<file path="src/rtl/tick_skip_distributor.sv">
module tick_skip_distributor #(
  parameter int CNT_W  = 24,
  parameter int ADDR_W = 12,
  parameter int DATA_W = 32
) (
  input  logic              clk,
  input  logic              rst_n,
  input  logic              timer_in,
  input  logic [3:0]        cpu_present,
  input  logic              csr_wr,
  input  logic [ADDR_W-1:0] csr_addr,
  input  logic [DATA_W-1:0] csr_wdata,
  output logic [DATA_W-1:0] csr_rdata,
  output logic              csr_hit,
  output logic [3:0]        timer_set
);
  localparam int NCPU  = 4;
  localparam int REG_W = CNT_W + 1;

  function automatic logic [ADDR_W-1:0] slot_addr(input int i);
    case (i)
      0:       return ADDR_W'(12'h380);
      1:       return ADDR_W'(12'h3C0);
      2:       return ADDR_W'(12'h700);
      default: return ADDR_W'(12'h740);
    endcase
  endfunction

  logic [1:0]                  sync_q;
  logic                        seen_q;
  logic                        tick;
  logic [NCPU-1:0]             wr_sel;
  logic [NCPU-1:0][REG_W-1:0]  cnt;

  always_ff @(posedge clk) begin
    if (!rst_n) begin
      sync_q <= '0;
      seen_q <= 1'b0;
    end else begin
      sync_q <= {sync_q[0], timer_in};
      seen_q <= sync_q[1];
    end
  end

  assign tick = sync_q[1] & ~seen_q;

  for (genvar i = 0; i < NCPU; i++) begin : g_cpu
    logic [REG_W-1:0] dec;
    assign wr_sel[i] = csr_wr && (csr_addr == slot_addr(i));
    assign dec = (cnt[i] - REG_W'(1)) | {cnt[i][CNT_W], {CNT_W{1'b0}}};

    always_ff @(posedge clk) begin
      if (!rst_n) begin
        cnt[i]       <= '0;
        timer_set[i] <= 1'b0;
      end else if (wr_sel[i]) begin
        cnt[i]       <= {1'b0, csr_wdata[CNT_W-1:0]};
        timer_set[i] <= 1'b0;
      end else if (tick && cpu_present[i]) begin
        cnt[i]       <= dec;
        timer_set[i] <= dec[CNT_W];
      end else begin
        timer_set[i] <= 1'b0;
      end
    end
  end

  always_comb begin
    csr_rdata = '0;
    csr_hit   = 1'b0;
    for (int i = 0; i < NCPU; i++) begin
      if (csr_addr == slot_addr(i)) begin
        csr_rdata[REG_W-1:0] = cnt[i];
        csr_hit              = 1'b1;
      end
    end
  end
endmodule


</file>
<file path="config.mk">
export PLATFORM = sky130hd
export DESIGN_NAME = tick_skip_distributor
export DESIGN_NICKNAME = d
export VERILOG_FILES = /design/src/rtl/tick_skip_distributor.sv
export SDC_FILE = /design/constraint.sdc
export NUM_CORES = 1
export LEC_CHECK = 0
export BUFFER_PORTS_ARGS = -buffer_cell sky130_fd_sc_hd__buf_2
export CAP_MARGIN = 40
export CORE_MARGIN = 3
export CORE_UTILIZATION = 35
export DETAILED_ROUTE_END_ITERATION = 10
export PLACE_DENSITY = 0.63
export SYNTH_ARGS = -nofsm -noshare
export SYNTH_HDL_FRONTEND = slang
export SYNTH_SLANG_ARGS = --single-unit
</file>
<file path="constraint.sdc">
create_clock -name clk -period 3.2 [get_ports clk]
set_clock_uncertainty 0.05 [all_clocks]
set_input_delay 0.16 -clock clk [delete_from_list [all_inputs] [get_ports clk]]
set_output_delay 0.16 -clock clk [all_outputs]
set_load 0.02 [all_outputs]
</file>
Yosys cells after proc, flatten, opt, wreduce, memory -nomap -nowiden
Index checks and enable logic that the tools add are counted.

Register bits: 107. Latch bits: 0. Bits in writable memories: 0. Memory bits (read-only): 0. Bits of input ports: 52. Output and inout port bits: 37. Word-level logic and storage cells: 69. Memories: 0.

$add $sub $neg: 4. Multipliers: 0. Div/mod/pow operators: 0. Magnitude comparators: 0. Equal/unequal tests: 4. Shift operators: 0. Mux-type cells: 16. Bitwise operators: 11. Reductions and logical operators: 20.

Operator list (count): 24-bit 2-to-1 mux (8); 25-bit 2-to-1 mux (4); 25-bit bitwise OR (4); 25-bit by 1-bit subtractor with 25-bit output, second input constant (4); 12-bit by 10-bit equality test with 1-bit output, second input constant (2); 12-bit by 11-bit equality test with 1-bit output, second input constant (2); 3-bit OR reduction (4); 1-bit logical AND (8); 2-bit nonzero test (4); 2-bit OR reduction (4); 1-bit inverter (6); 1-bit 2-to-1 mux (4); 1-bit AND (1).

Logic depth before layout (Yosys ltp)
Word-level depth: 5. Mapped depth: 8. Depth with buffers taken out: 7.

Least setup slack after synthesis
OpenSTA, ideal clock, no wires.

Path type: register to register. Start point: register cnt[2] (netlist bit). End point: register cnt[23] (netlist bit). Setup time: 122 ps. Arrival: 2096 ps. Required time: 3028 ps. Setup slack: 933 ps. Cell stages (with the launch flop): 8. Path buffers: 2. Period minus slack after synthesis: 2267 ps. Path through: dfxtp_1 -> or4_1 -> buf_2 -> or4_4 -> buf_6 -> nor4_4 -> xnor2_1 -> a21oi_2.

Longest elaborated chain between the ends: 4.

Ends and longest elaborated chain: start: declaration (line 33) `logic [NCPU-1:0][REG_W-1:0] cnt;`; start signal: indexed assignment (line 57) `cnt[i] <= {1'b0, csr_wdata[CNT_W-1:0]};`; 25-bit by 1-bit subtractor with 25-bit output (line 50) `assign dec = (cnt[i] - REG_W'(1)) | {cnt[i][CNT_W], {CNT_W{1'b0}}};`; 25-bit bitwise OR (line 50); 24-bit 2-to-1 mux (line 59) `end else if (tick && cpu_present[i]) begin`; 24-bit 2-to-1 mux (line 56) `end else if (wr_sel[i]) begin`.

No other way between the ends. The select of a mux whose other input is x is not followed. A chain may end at the register's enable or synchronous reset.

Worst setup path in the final report
Start point: register cnt[79] (netlist bit). End point: register cnt[97] (netlist bit).

The elaborated chain is that of the path after synthesis.

==> metrics.txt <==
# TYPE chip_impl_metric gauge
chip_impl_info{name="outcome",value="finished clean"} 1
chip_impl_metric{name="count_of_flip_flops_with_a_built_in_enable_after_synthesis",unit=""} 0
chip_impl_metric{name="cts_buffer_depth",unit=""} 2
chip_impl_metric{name="fin_crit_sh",unit=""} 0.788
chip_impl_metric{name="critical_path_arrival",unit="ns"} 2.70
chip_impl_metric{name="die-height",unit="um"} 139
chip_impl_metric{name="drt-initial-drc-count",unit=""} 513
chip_impl_info{name="tritoncts",value="yes"} 1
chip_impl_metric{name="cpPeakStageDelay",unit="ns"} 0.71
chip_impl_info{name="synth_top_area_cell",value="sky130_fd_sc_hd__dfxtp_1"} 1
chip_impl_metric{name="drt.antenna.violating_nets",unit=""} 0
chip_impl_info{name="crit_path_class",value="reg2reg"} 1
chip_impl_metric{name="core.rowCount",unit=""} 48
chip_impl_metric{name="netSwitchingPower",unit="uW"} 868
chip_impl_metric{name="asyncSetResetFlopFracSynth",unit=""} 0
chip_impl_metric{name="pwr-share-clk",unit=""} 0.374
chip_impl_metric{name="drv_cap",unit=""} 0
chip_impl_metric{name="synth_seq_area_share",unit=""} 0.345
chip_impl_metric{name="max_slew_margin",unit=""} 0.479
chip_impl_metric{name="max_freq",unit="MHz"} 397
chip_impl_metric{name="placement.io_buffers",unit=""} 73
chip_impl_metric{name="cts_resized",unit=""} 0
chip_impl_metric{name="vdd_drop_max",unit="mV"} 0.209
chip_impl_metric{name="synthesis.area_per_instance",unit="um2"} 7.88
chip_impl_metric{name="report.final.setup_viol",unit=""} 0
chip_impl_metric{name="groute.usage.overall",unit=""} 0.197
chip_impl_metric{name="global_route_wire_length_before_repair",unit="um"} 30700
chip_impl_metric{name="design.portCount",unit=""} 89
chip_impl_metric{name="sequential_cell_area",unit="um2"} 2140
chip_impl_info{name="yosysMostFrequentCell",value="sky130_fd_sc_hd__dfxtp_1"} 1
chip_impl_metric{name="power.sequential.fraction",unit=""} 0.470
chip_impl_info{name="timing.critical_path.to_type",value="flip-flop"} 1
chip_impl_metric{name="number_of_vias_in_the_routed_layout",unit=""} 5991
chip_impl_metric{name="synth_cell_types",unit=""} 51
chip_impl_info{name="netlist_top_cells_area",value="sky130_fd_sc_hd__dfxtp_1 (34%), sky130_fd_sc_hd__xnor2_1 (10%), sky130_fd_sc_hd__o21ai_0 (6.8%), sky130_fd_sc_hd__a21oi_1 (6.6%), sky130_fd_sc_hd__nor2_1 (5.7%)"} 1
chip_impl_metric{name="final-instance-count-excl-fill",unit=""} 1064
chip_impl_metric{name="synthesis_to_layout_area_growth",unit="%"} 13.5
chip_impl_metric{name="report.final.hold_viol_count",unit=""} 0
chip_impl_metric{name="switching_share",unit=""} 0.281
chip_impl_metric{name="grt_pass1_vias",unit=""} 5550
chip_impl_metric{name="worst_skew_pair.late_latency",unit="ns"} 0.36
chip_impl_metric{name="synth_warnings",unit=""} 0
chip_impl_metric{name="floorplan_die_width",unit="um"} 139
chip_impl_metric{name="layout_min_cycle_time",unit="ns"} 2.52
chip_impl_metric{name="finalSetupTns",unit="ns"} 0
chip_impl_metric{name="finalWeightedCongestion",unit=""} 0.923
chip_impl_metric{name="drt-vias-per-instance",unit=""} 5.63
chip_impl_metric{name="htree_levels",unit=""} 3
chip_impl_info{name="rsz0062_at_grt",value="false"} 1
chip_impl_metric{name="remaining_drc_errors",unit=""} 0
chip_impl_metric{name="multi_input_area",unit="um2"} 3790
chip_impl_info{name="timing.critical_path.cells",value="nor4_1 > nand4_1 > nor4b_1 > xnor2_1 > a21oi_1"} 1
chip_impl_metric{name="nets",unit=""} 891
chip_impl_metric{name="n_fill_cell",unit=""} 1800
chip_impl_metric{name="cts_num_sinks",unit=""} 107
chip_impl_info{name="worst_path_max_delay_cell",value="sky130_fd_sc_hd__nor4_1"} 1
chip_impl_metric{name="total_clock_buffers_created_by_cts",unit=""} 9
chip_impl_metric{name="dieArea",unit="um2"} 19400
chip_impl_metric{name="wl_per_cell",unit="um"} 18.6
chip_impl_metric{name="count_of_antenna_diodes_in_the_layout",unit=""} 0
chip_impl_info{name="clock_root_cell",value="sky130_fd_sc_hd__clkbuf_16"} 1
chip_impl_info{name="synth_commonest_cells",value="sky130_fd_sc_hd__dfxtp_1 (107), sky130_fd_sc_hd__nor2_1 (95), sky130_fd_sc_hd__o21ai_0 (84), sky130_fd_sc_hd__a21oi_1 (82), sky130_fd_sc_hd__xnor2_1 (72)"} 1
chip_impl_metric{name="core",unit="um2"} 17400
chip_impl_metric{name="placed_cells",unit=""} 1048
chip_impl_metric{name="cellPowerDensity",unit="nW/um2"} 438
chip_impl_metric{name="synthDominantCellAreaShare",unit=""} 0.345
chip_impl_metric{name="drive_gt1_frac",unit=""} 0.141
chip_impl_info{name="postSynth.topFlopCell",value="sky130_fd_sc_hd__dfxtp_1"} 1
chip_impl_metric{name="grt_max_degree",unit=""} 34
chip_impl_metric{name="slew_viol_final",unit=""} 0
chip_impl_metric{name="path_clk_slew",unit="ns"} 0.07
chip_impl_metric{name="worstMarginPinSlew",unit="ns"} 0.775
chip_impl_info{name="min_path_type",value="in2reg"} 1
chip_impl_metric{name="postRouteWirelength",unit="um"} 19800
chip_impl_metric{name="intPower",unit="uW"} 2220
chip_impl_metric{name="syn_inst",unit=""} 788
chip_impl_metric{name="post-dp-hpwl",unit="um"} 14800
chip_impl_metric{name="first_pass_detailed_route_iteration_total",unit=""} 5
chip_impl_metric{name="p_leak",unit="uW"} 0.00252
chip_impl_metric{name="floorplan.initialDensity",unit=""} 0.358
chip_impl_metric{name="power.share.combinational",unit=""} 0.156
chip_impl_metric{name="synth_area",unit="um2"} 6210
chip_impl_metric{name="global_route.overflow_total",unit=""} 0
chip_impl_metric{name="postSynthRegisterBits",unit=""} 107
chip_impl_metric{name="grt_antenna_before_repair",unit=""} 0
chip_impl_info{name="nature_of_the_critical_path_startpoint",value="flip-flop"} 1
chip_impl_metric{name="worstPathMaxFanout",unit=""} 7
chip_impl_metric{name="critical_path_required",unit="ns"} 3.38
## through the flow
stage          cell area, um2  utilization  hold slack [ns]  power, uW  worst slack, ns
6_report                 7050        0.406           0.0847       3080            0.679
5_1_grt                  7050        0.406           0.0946       3190            0.407
4_1_cts                  7050        0.406           0.0735       3100            0.643
3_5_place_dp             6740        0.389            0.337       1960            0.673
3_3_place_gp             6740        0.389            0.338       1950            0.709
2_1_floorplan            6230            -            0.237       1800            0.933
## what timing repair did
action	CTS	global route
hold buffers	1	0
setup buffers	0	0
endpoints found under the hold margin	1	0
## path summary, 6_finish.rpt
check,from,endpoint,slack (ns),cells past startpoint
worst max-delay path,cnt[79],cnt[97],0.68,5
worst min-delay path,csr_wdata[1],cnt[51],0.08,3
worst max register to register,cnt[79],cnt[97],0.68,5
worst min register to register,sync_q[0],sync_q[1],0.39,1
## kinds of logic (layout without fill, tap and decap cells)
| family | after synthesis | in the layout | share of synthesized area |
|---|---|---|---|
| AND/OR/NAND/NOR | 277 | 277 | 0.243 |
| other | 1 | 7 | 0.000604 |
| adder cells (fa/ha/maj) | 4 | 4 | 0.00806 |
| buffers and inverters | 71 | 116 | 0.0488 |
| XOR/XNOR | 90 | 90 | 0.127 |
| flip-flops | 107 | 107 | 0.345 |
| AO/OA/AOI/OAI | 236 | 236 | 0.224 |
| multiplexers | 2 | 2 | 0.00322 |
## critical path: cells and delay by family (launching register included)
kind	cells	cell delay, ns
and+or+nand+nor	3	1.73
DFF	1	0.37
xor gates and xnor gates	1	0.17
AOI/OAI and AO/OA	1	0.08
## routing by layer
layer	GRT usage	routed length, um	vias to the layer above
met5	0	0	-
met4	0.0726	453	0
met3	0.0182	1210	28
met2	0.318	9120	197
met1	0.276	9000	2801
li1	-	-	2965
## state kept, by name (all words and copies together), names as in the netlist
signal	flops
cnt	100
timer_set	4
sync_q	2
seen_q	1
## layout by cell type, fill, tap and decap left out, types with 16 or more instances in the layout
cell                       Yosys  layout
sky130_fd_sc_hd__o21ai_0      84      84
sky130_fd_sc_hd__buf_2         2      73
sky130_fd_sc_hd__nor3_1       31      31
sky130_fd_sc_hd__buf_4         7      16
sky130_fd_sc_hd__a21oi_1      82      82
sky130_fd_sc_hd__a221oi_1     25      25
sky130_fd_sc_hd__nor2_1       95      95
sky130_fd_sc_hd__xor2_1       18      18
sky130_fd_sc_hd__a22oi_1      25      25
sky130_fd_sc_hd__xnor2_1      72      72
sky130_fd_sc_hd__dfxtp_1     107     107
sky130_fd_sc_hd__nor4_1       29      29
sky130_fd_sc_hd__nand2_1      24      24
## cell type report
type                    instances  area share
well taps                     225      0.0399
clock buffers                  13      0.0369
multi-input cells             616       0.538
flip-flops and latches        107       0.304
repair buffers                 90      0.0703
inverters                      11     0.00586
clock inverters                 2     0.00497
## power by group through the flow
| stage | Sequential (uW) | Clock, uW | Combinational [uW] |
|---|---|---|---|
| 5_1_grt | 1460 | 1200 | 530 |
| 4_1_cts | 1450 | 1170 | 480 |
| 6_report | 1450 | 1150 | 481 |
| 3_5_place_dp | 1480 | 0 | 476 |
| 3_3_place_gp | 1480 | 0 | 472 |
| 2_1_floorplan | 1460 | 0 | 344 |
Power figures use the tool's default switching activity.
